**src/rtl/ldm_pkg.sv**
```systemverilog
package ldm_pkg;
  typedef enum logic [1:0] {
    ST_IDLE   = 2'd0,
    ST_RD_LO  = 2'd1,
    ST_RD_HI  = 2'd2,
    ST_DONE   = 2'd3
  } ldm_state_e;
endpackage

```
**src/rtl/ldm_ctrl.sv**
```systemverilog
module ldm_ctrl
  import ldm_pkg::*;
#(
  parameter int OFF_W = 2
) (
  input  logic             clk_i,
  input  logic             rst_ni,
  input  logic             ld_req_i,
  input  logic [OFF_W-1:0] off_i,
  input  logic             cache_valid_i,
  output logic             accept_o,
  output logic             sel_hi_o,
  output logic             cap_lo_o,
  output logic             cap_res_o,
  output logic             use_hold_o,
  output logic             cache_req_o,
  output logic             busy_o,
  output logic             done_o
);
  ldm_state_e state_q, state_d;

  always_comb begin
    state_d    = state_q;
    accept_o   = 1'b0;
    cap_lo_o   = 1'b0;
    cap_res_o  = 1'b0;
    unique case (state_q)
      ST_IDLE: if (ld_req_i) begin
        accept_o = 1'b1;
        state_d  = ST_RD_LO;
      end
      ST_RD_LO: if (cache_valid_i) begin
        if (off_i == '0) begin
          cap_res_o = 1'b1;
          state_d   = ST_DONE;
        end else begin
          cap_lo_o = 1'b1;
          state_d  = ST_RD_HI;
        end
      end
      ST_RD_HI: if (cache_valid_i) begin
        cap_res_o = 1'b1;
        state_d   = ST_DONE;
      end
      ST_DONE: state_d = ST_IDLE;
      default: state_d = ST_IDLE;
    endcase
  end

  always_ff @(posedge clk_i or negedge rst_ni) begin
    if (!rst_ni) state_q <= ST_IDLE;
    else         state_q <= state_d;
  end

  assign sel_hi_o    = (state_q == ST_RD_HI);
  assign use_hold_o  = (state_q == ST_RD_HI);
  assign cache_req_o = (state_q == ST_RD_LO) || (state_q == ST_RD_HI);
  assign busy_o      = (state_q != ST_IDLE);
  assign done_o      = (state_q == ST_DONE);


  done_pulse_chk: assert property (@(posedge clk_i) disable iff (!rst_ni)
    done_o |=> !done_o);

  busy_after_accept_chk: assert property (@(posedge clk_i) disable iff (!rst_ni)
    (!busy_o && ld_req_i) |=> busy_o);

  idle_after_done_chk: assert property (@(posedge clk_i) disable iff (!rst_ni)
    done_o |=> !busy_o);

  aligned_single_chk: assert property (@(posedge clk_i) disable iff (!rst_ni)
    sel_hi_o |-> off_i != '0);

  req_hold_chk: assert property (@(posedge clk_i) disable iff (!rst_ni)
    (cache_req_o && !cache_valid_i) |=> cache_req_o);
endmodule

```
**src/rtl/ldm_addr.sv**
```systemverilog
module ldm_addr #(
  parameter int ADDR_W = 32,
  parameter int OFF_W  = 2,
  localparam int WADDR_W = ADDR_W - OFF_W
) (
  input  logic               clk_i,
  input  logic               rst_ni,
  input  logic               accept_i,
  input  logic [ADDR_W-1:0]  ld_addr_i,
  input  logic               sel_hi_i,
  input  logic               cache_req_i,
  input  logic               cache_valid_i,
  output logic [OFF_W-1:0]   off_o,
  output logic [WADDR_W-1:0] word_addr_o
);
  logic [WADDR_W-1:0] base_q;
  logic [OFF_W-1:0]   off_q;

  always_ff @(posedge clk_i or negedge rst_ni) begin
    if (!rst_ni) begin
      base_q <= '0;
      off_q  <= '0;
    end else if (accept_i) begin
      base_q <= ld_addr_i[ADDR_W-1:OFF_W];
      off_q  <= ld_addr_i[OFF_W-1:0];
    end
  end

  // next word wraps naturally at the top of the word space
  assign word_addr_o = sel_hi_i ? base_q + WADDR_W'(1) : base_q;
  assign off_o       = off_q;


  hi_addr_step_chk: assert property (@(posedge clk_i) disable iff (!rst_ni)
    $rose(sel_hi_i) |-> word_addr_o == $past(word_addr_o) + WADDR_W'(1));

  addr_stable_chk: assert property (@(posedge clk_i) disable iff (!rst_ni)
    (cache_req_i && !cache_valid_i) |=> $stable(word_addr_o));
endmodule

```
**src/rtl/ldm_merge.sv**
```systemverilog
module ldm_merge #(
  parameter int BYTES = 4,
  localparam int DATA_W = 8 * BYTES,
  localparam int OFF_W  = $clog2(BYTES)
) (
  input  logic              clk_i,
  input  logic              rst_ni,
  input  logic [OFF_W-1:0]  off_i,
  input  logic [DATA_W-1:0] rdata_i,
  input  logic              cap_lo_i,
  input  logic              cap_res_i,
  input  logic              use_hold_i,
  output logic [DATA_W-1:0] result_o
);
  logic [DATA_W-1:0]   hold_q, res_q, lo_w, merged;
  logic [2*DATA_W-1:0] cat;

  assign lo_w = use_hold_i ? hold_q : rdata_i;
  assign cat  = {rdata_i, lo_w};

  for (genvar j = 0; j < BYTES; j++) begin : g_byte
    logic [OFF_W:0] idx;
    assign idx = (OFF_W+1)'(j) + {1'b0, off_i};
    assign merged[8*j +: 8] = cat[8*idx +: 8];
  end

  always_ff @(posedge clk_i or negedge rst_ni) begin
    if (!rst_ni) begin
      hold_q <= '0;
      res_q  <= '0;
    end else begin
      if (cap_lo_i)  hold_q <= rdata_i;
      if (cap_res_i) res_q  <= merged;
    end
  end

  assign result_o = res_q;


  res_hold_chk: assert property (@(posedge clk_i) disable iff (!rst_ni)
    !$past(cap_res_i) |-> $stable(res_q));
endmodule

```
**src/rtl/unaligned_load_merger.sv**
```systemverilog
module unaligned_load_merger #(
  parameter int ADDR_W = 32,
  parameter int BYTES  = 4,
  localparam int DATA_W  = 8 * BYTES,
  localparam int OFF_W   = $clog2(BYTES),
  localparam int WADDR_W = ADDR_W - OFF_W
) (
  input  logic               clk_i,
  input  logic               rst_ni,
  input  logic               ld_req_i,
  input  logic [ADDR_W-1:0]  ld_addr_i,
  output logic               busy_o,
  output logic               done_o,
  output logic [DATA_W-1:0]  ld_data_o,
  output logic               cache_req_o,
  output logic [WADDR_W-1:0] cache_addr_o,
  input  logic               cache_valid_i,
  input  logic [DATA_W-1:0]  cache_rdata_i
);
  logic accept, sel_hi, cap_lo, cap_res, use_hold;
  logic [OFF_W-1:0] off;

  ldm_ctrl #(.OFF_W(OFF_W)) u_ctrl (
    .clk_i, .rst_ni, .ld_req_i, .off_i(off), .cache_valid_i,
    .accept_o(accept), .sel_hi_o(sel_hi), .cap_lo_o(cap_lo),
    .cap_res_o(cap_res), .use_hold_o(use_hold), .cache_req_o,
    .busy_o, .done_o
  );

  ldm_addr #(.ADDR_W(ADDR_W), .OFF_W(OFF_W)) u_addr (
    .clk_i, .rst_ni, .accept_i(accept), .ld_addr_i, .sel_hi_i(sel_hi),
    .cache_req_i(cache_req_o), .cache_valid_i,
    .off_o(off), .word_addr_o(cache_addr_o)
  );

  ldm_merge #(.BYTES(BYTES)) u_merge (
    .clk_i, .rst_ni, .off_i(off), .rdata_i(cache_rdata_i),
    .cap_lo_i(cap_lo), .cap_res_i(cap_res), .use_hold_i(use_hold),
    .result_o(ld_data_o)
  );


  reset_quiet_chk: assert property (@(posedge clk_i)
    !rst_ni |-> !busy_o && !done_o && !cache_req_o);

  req_only_busy_chk: assert property (@(posedge clk_i) disable iff (!rst_ni)
    cache_req_o |-> busy_o);
endmodule

```
**config.mk**
```make
export PLATFORM = sky130hd
export DESIGN_NAME = unaligned_load_merger
export DESIGN_NICKNAME = d
export VERILOG_FILES = /design/src/rtl/ldm_pkg.sv /design/src/rtl/ldm_ctrl.sv /design/src/rtl/ldm_addr.sv /design/src/rtl/ldm_merge.sv /design/src/rtl/unaligned_load_merger.sv
export SDC_FILE = /design/constraint.sdc
export NUM_CORES = 1
export LEC_CHECK = 0
export ABC_CLOCK_PERIOD_IN_PS = 2200
export BUFFER_PORTS_ARGS = -buffer_cell sky130_fd_sc_hd__buf_2
export CAP_MARGIN = 5
export CORE_MARGIN = 1
export CORE_UTILIZATION = 54
export CTS_BUF_LIST = sky130_fd_sc_hd__clkbuf_16
export DETAILED_ROUTE_END_ITERATION = 7
export PLACE_DENSITY = 0.8
export SYNTH_ARGS = -nofsm -noshare
export SYNTH_HDL_FRONTEND = slang
export SYNTH_SLANG_ARGS = --single-unit
```
**constraint.sdc**
```tcl
create_clock -name clk_i -period 2.2 [get_ports clk_i]
set_input_delay 0.44 -clock clk_i [delete_from_list [all_inputs] [get_ports clk_i]]
set_output_delay 0.44 -clock clk_i [all_outputs]
set_load 0.02 [all_outputs]
```
==> results.json <==
{
  "synthAdderAreaFrac_pct": 1.33,
  "crit_chain": "inv_2 -> ha_4 -> nand4_4 -> nor4_4 -> buf_4 -> nand4_1 -> xnor2_2 -> buf_4",
  "grt_pass1_vias": 4827,
  "cts_buffer_depth": 2,
  "grt_max_degree": 50,
  "vias": 4770,
  "power.density_mw_per_mm2": 1620,
  "synth_nets": 596,
  "worst-path-max-fanout": 4,
  "cts.clk_slew.worst_paths_ns": 0.06,
  "whs_ns": 0.0670,
  "violations": "setup timing",
  "fp.dieArea_mm2": 0.0109,
  "async_flop_share_pct": 100,
  "synthTopCellsByCount": "dfrtp_1 (98), nand2_1 (73), mux2i_1 (42), mux2_1 (39), mux2_2 (34)",
  "cpLargestDelayFamily": "simple AND/OR/NAND/NOR gates",
  "dpl.hpwl_um": 10400,
  "peakVddDrop_uv": 834,
  "grt_usage_pct": 28.0,
  "syn_inst": 522,
  "syn_to_final_growth_pct": 29.6,
  "setup-violations-final": 24,
  "ios": 133,
  "synth_top_area_share_pct": 43.3,
  "cts.hold.buffers_added": 0,
  "crit_arrival_ns": 2.04,
  "layout_setup_ws_ns": -0.277,
  "ys.flop_type": "dfrtp_1",
  "clockRootBuffer": "clkbuf_16",
  "status": "complete, but fails checks",
  "grt_first_pass_wirelength_um": 24000,
  "fmax_mhz": 404,
  "finalWirelength_um": 15900,
  "dp_slack_ns": -0.0864,
  "slew_headroom_pct": 60.1,
  "syn_area_per_cell_um2": 10.9,
  "rsz0062_at_grt": "yes",
  "vias_per_cell": 5.85,
  "core_mm2": 0.0102,
  "syn_area_mm2": 0.00567,
  "rows": 37,
  "maxSlewViolCount": 0,
  "drt_iter0_drc": 365,
  "wl_per_cell_um": 19.5,
  "cpMostUsedCell": "buf_4",
  "fin_nets": 748,
  "crit_type": "reg2out",
  "numPortBuffers": 132,
  "multi_input_area_mm2": 0.00326,
  "drv_cap": 0,
  "cpPeakStageDelay_ns": 0.39,
  "hp-class": "in2async",
  "ys_seq_elements": 98,
  "firstDrtPassIters": 5,
  "yosysMostFrequentCell": "dfrtp_1",
  "drcViolationCount": 0,
  "htree_levels": 3,
  "total_power_mw": 11.9,
  "start_kind": "register",
  "die_y_um": 104,
  "clock_skew_ns": 0.00366,
  "synth_xor_area_share_pct": 4.48,
  "gr-total-overflow": 0,
  "seq_area_mm2": 0.00246,
  "cts_buffers": 9,
  "cts_tree": "yes",
  "synthSimpleGateAreaFrac_pct": 13.8,
  "clock_latency_ns": 0.34,
  "synth_cell_type_count": 36,
  "slowest_stage": "dfrtp_1",
  "min_period_ns": 2.48,
  "antenna_found_initial": 0,
  "hold_viol": 0,
  "worst_setup_path_end_kind": "primary output",
  "gp_congestion": 0.885,
  "synth_edf_count": 0,
  "yosysTopAreaCell": "dfrtp_1",
  "p_leak_nw": 3.45,
  "yosys_warnings": 0,
  "ant_nets": 0,
  "synth_compound_area_share_pct": 8.52,
  "synthMuxAreaShare_pct": 25.1,
  "yosys-top-cells-area": "dfrtp_1 (43%), mux2_1 (7.8%), mux2i_1 (7.4%)",
  "synth_top_family_by_area": "multiplexers",
  "tightest_slew_ns": 0.599,
  "drive_gt1_share_pct": 40.1,
  "crit_required_ns": 1.76,
  "yosysSeqAreaShare_pct": 43.3,
  "start_util_pct": 55.4,
  "diodes": 0,
  "fin_crit_sh_pct": 113,
  "die_w_um": 104,
  "fillers": 709,
  "cp.buffers_inverters": 3,
  "cts_sinks": 98
}
sequential cells by signal, indices dropped and copies added (netlist names):
register          count
u_merge.hold_q       32
u_merge.result_o     32
u_addr.off_o          2
u_ctrl.state_q        2
u_addr.base_q        30
worst paths after layout:
| path | from | to | slack (ns) | depth (start not counted) |
|---|---|---|---|---|
| max | u_ctrl.state_q[0] | cache_addr_o[26] | -0.28 | 8 |
| min | rst_ni | u_addr.base_q[14] | 0.07 | 1 |
| max reg2reg | u_ctrl.state_q[1] | u_merge.result_o[9] | 0.16 | 10 |
| min reg2reg | u_merge.result_o[31] | u_merge.result_o[31] | 0.48 | 2 |
| max in group asynchronous | rst_ni | u_addr.base_q[10] | 1.49 | 2 |
| min in group clk_i | ld_addr_i[2] | u_addr.base_q[0] | 0.32 | 2 |
layer usage:
layer  GRT usage (%)  up-vias  routed length, µm
met1            34.5     2361               6440
met5               0        -                  0
li1                -     2177                  -
met3            3.95       34                810
met2            49.4      198               8260
met4            11.1        0                348
what timing repair did:
item / 4_1_cts / 5_1_grt
gates cloned: 0 / 1
pin swaps: 13 / 15
setup endpoints to repair: 26 / 28
hold endpoints to repair: 0 / 0
buffers inserted: 7 / 10
gates resized for setup: 38 / 25
through the flow:
step,cells,utilization (%),instance area (µm²),TNS (ns)
floorplan,522,-,5760,-0.0258
global placement,781,65.4,6700,0
detailed placement,781,65.4,6700,-0.182
CTS,804,69.7,7130,-3.41
global route,815,71.8,7340,-5.98
finish,815,71.8,7340,-4.30
power by group:
part,internal [mW],total (mW),switching [mW],leakage (nW)
Clock,0.743,1.39,0.648,0.134
Combinational,3.20,6.72,3.51,2.14
Sequential,2.71,3.75,1.04,1.17
Total,6.65,11.9,5.21,3.45
cell families (layout without fill, tap and decap cells):
| kind of cell | count (synthesis) | count (layout) |
|---|---|---|
| multiplexers | 123 | 123 |
| buffers and inverters | 38 | 195 |
| flip-flops | 98 | 98 |
| XOR/XNOR | 29 | 29 |
| AND/OR/NAND/NOR | 149 | 149 |
| adder cells (fa/ha/maj) | 6 | 6 |
| AO/OA/AOI/OAI | 79 | 79 |
cells in the final DEF (no fill, tap or decap), types with 5 or more instances in the layout:
| cell type | count |
|---|---|
| o22ai_1 | 10 |
| mux2i_1 | 42 |
| o21ai_1 | 25 |
| mux2_2 | 34 |
| clkbuf_16 | 10 |
| mux2_1 | 39 |
| o211a_1 | 7 |
| dfrtp_2 | 6 |
| o211ai_1 | 9 |
| nand4_1 | 9 |
| dfrtp_1 | 92 |
| xnor2_2 | 12 |
| mux4_2 | 8 |
| buf_4 | 57 |
| buf_2 | 104 |
| xnor2_1 | 12 |
| nand2_1 | 73 |
| buf_12 | 8 |
| a21oi_1 | 24 |
| nand3_1 | 16 |
| nor2_1 | 10 |
| nand2b_1 | 16 |
| inv_1 | 5 |
area by class of cell:
cell class	instances	share of cell area, %
inverters	5	0.256
clock buffers	9	3.07
repair buffers	174	16.1
clock inverters	7	0.392
flip-flops and latches	98	33.5
multi-input cells	386	44.4
well taps	136	2.32
Power figures use the tool's default switching activity.
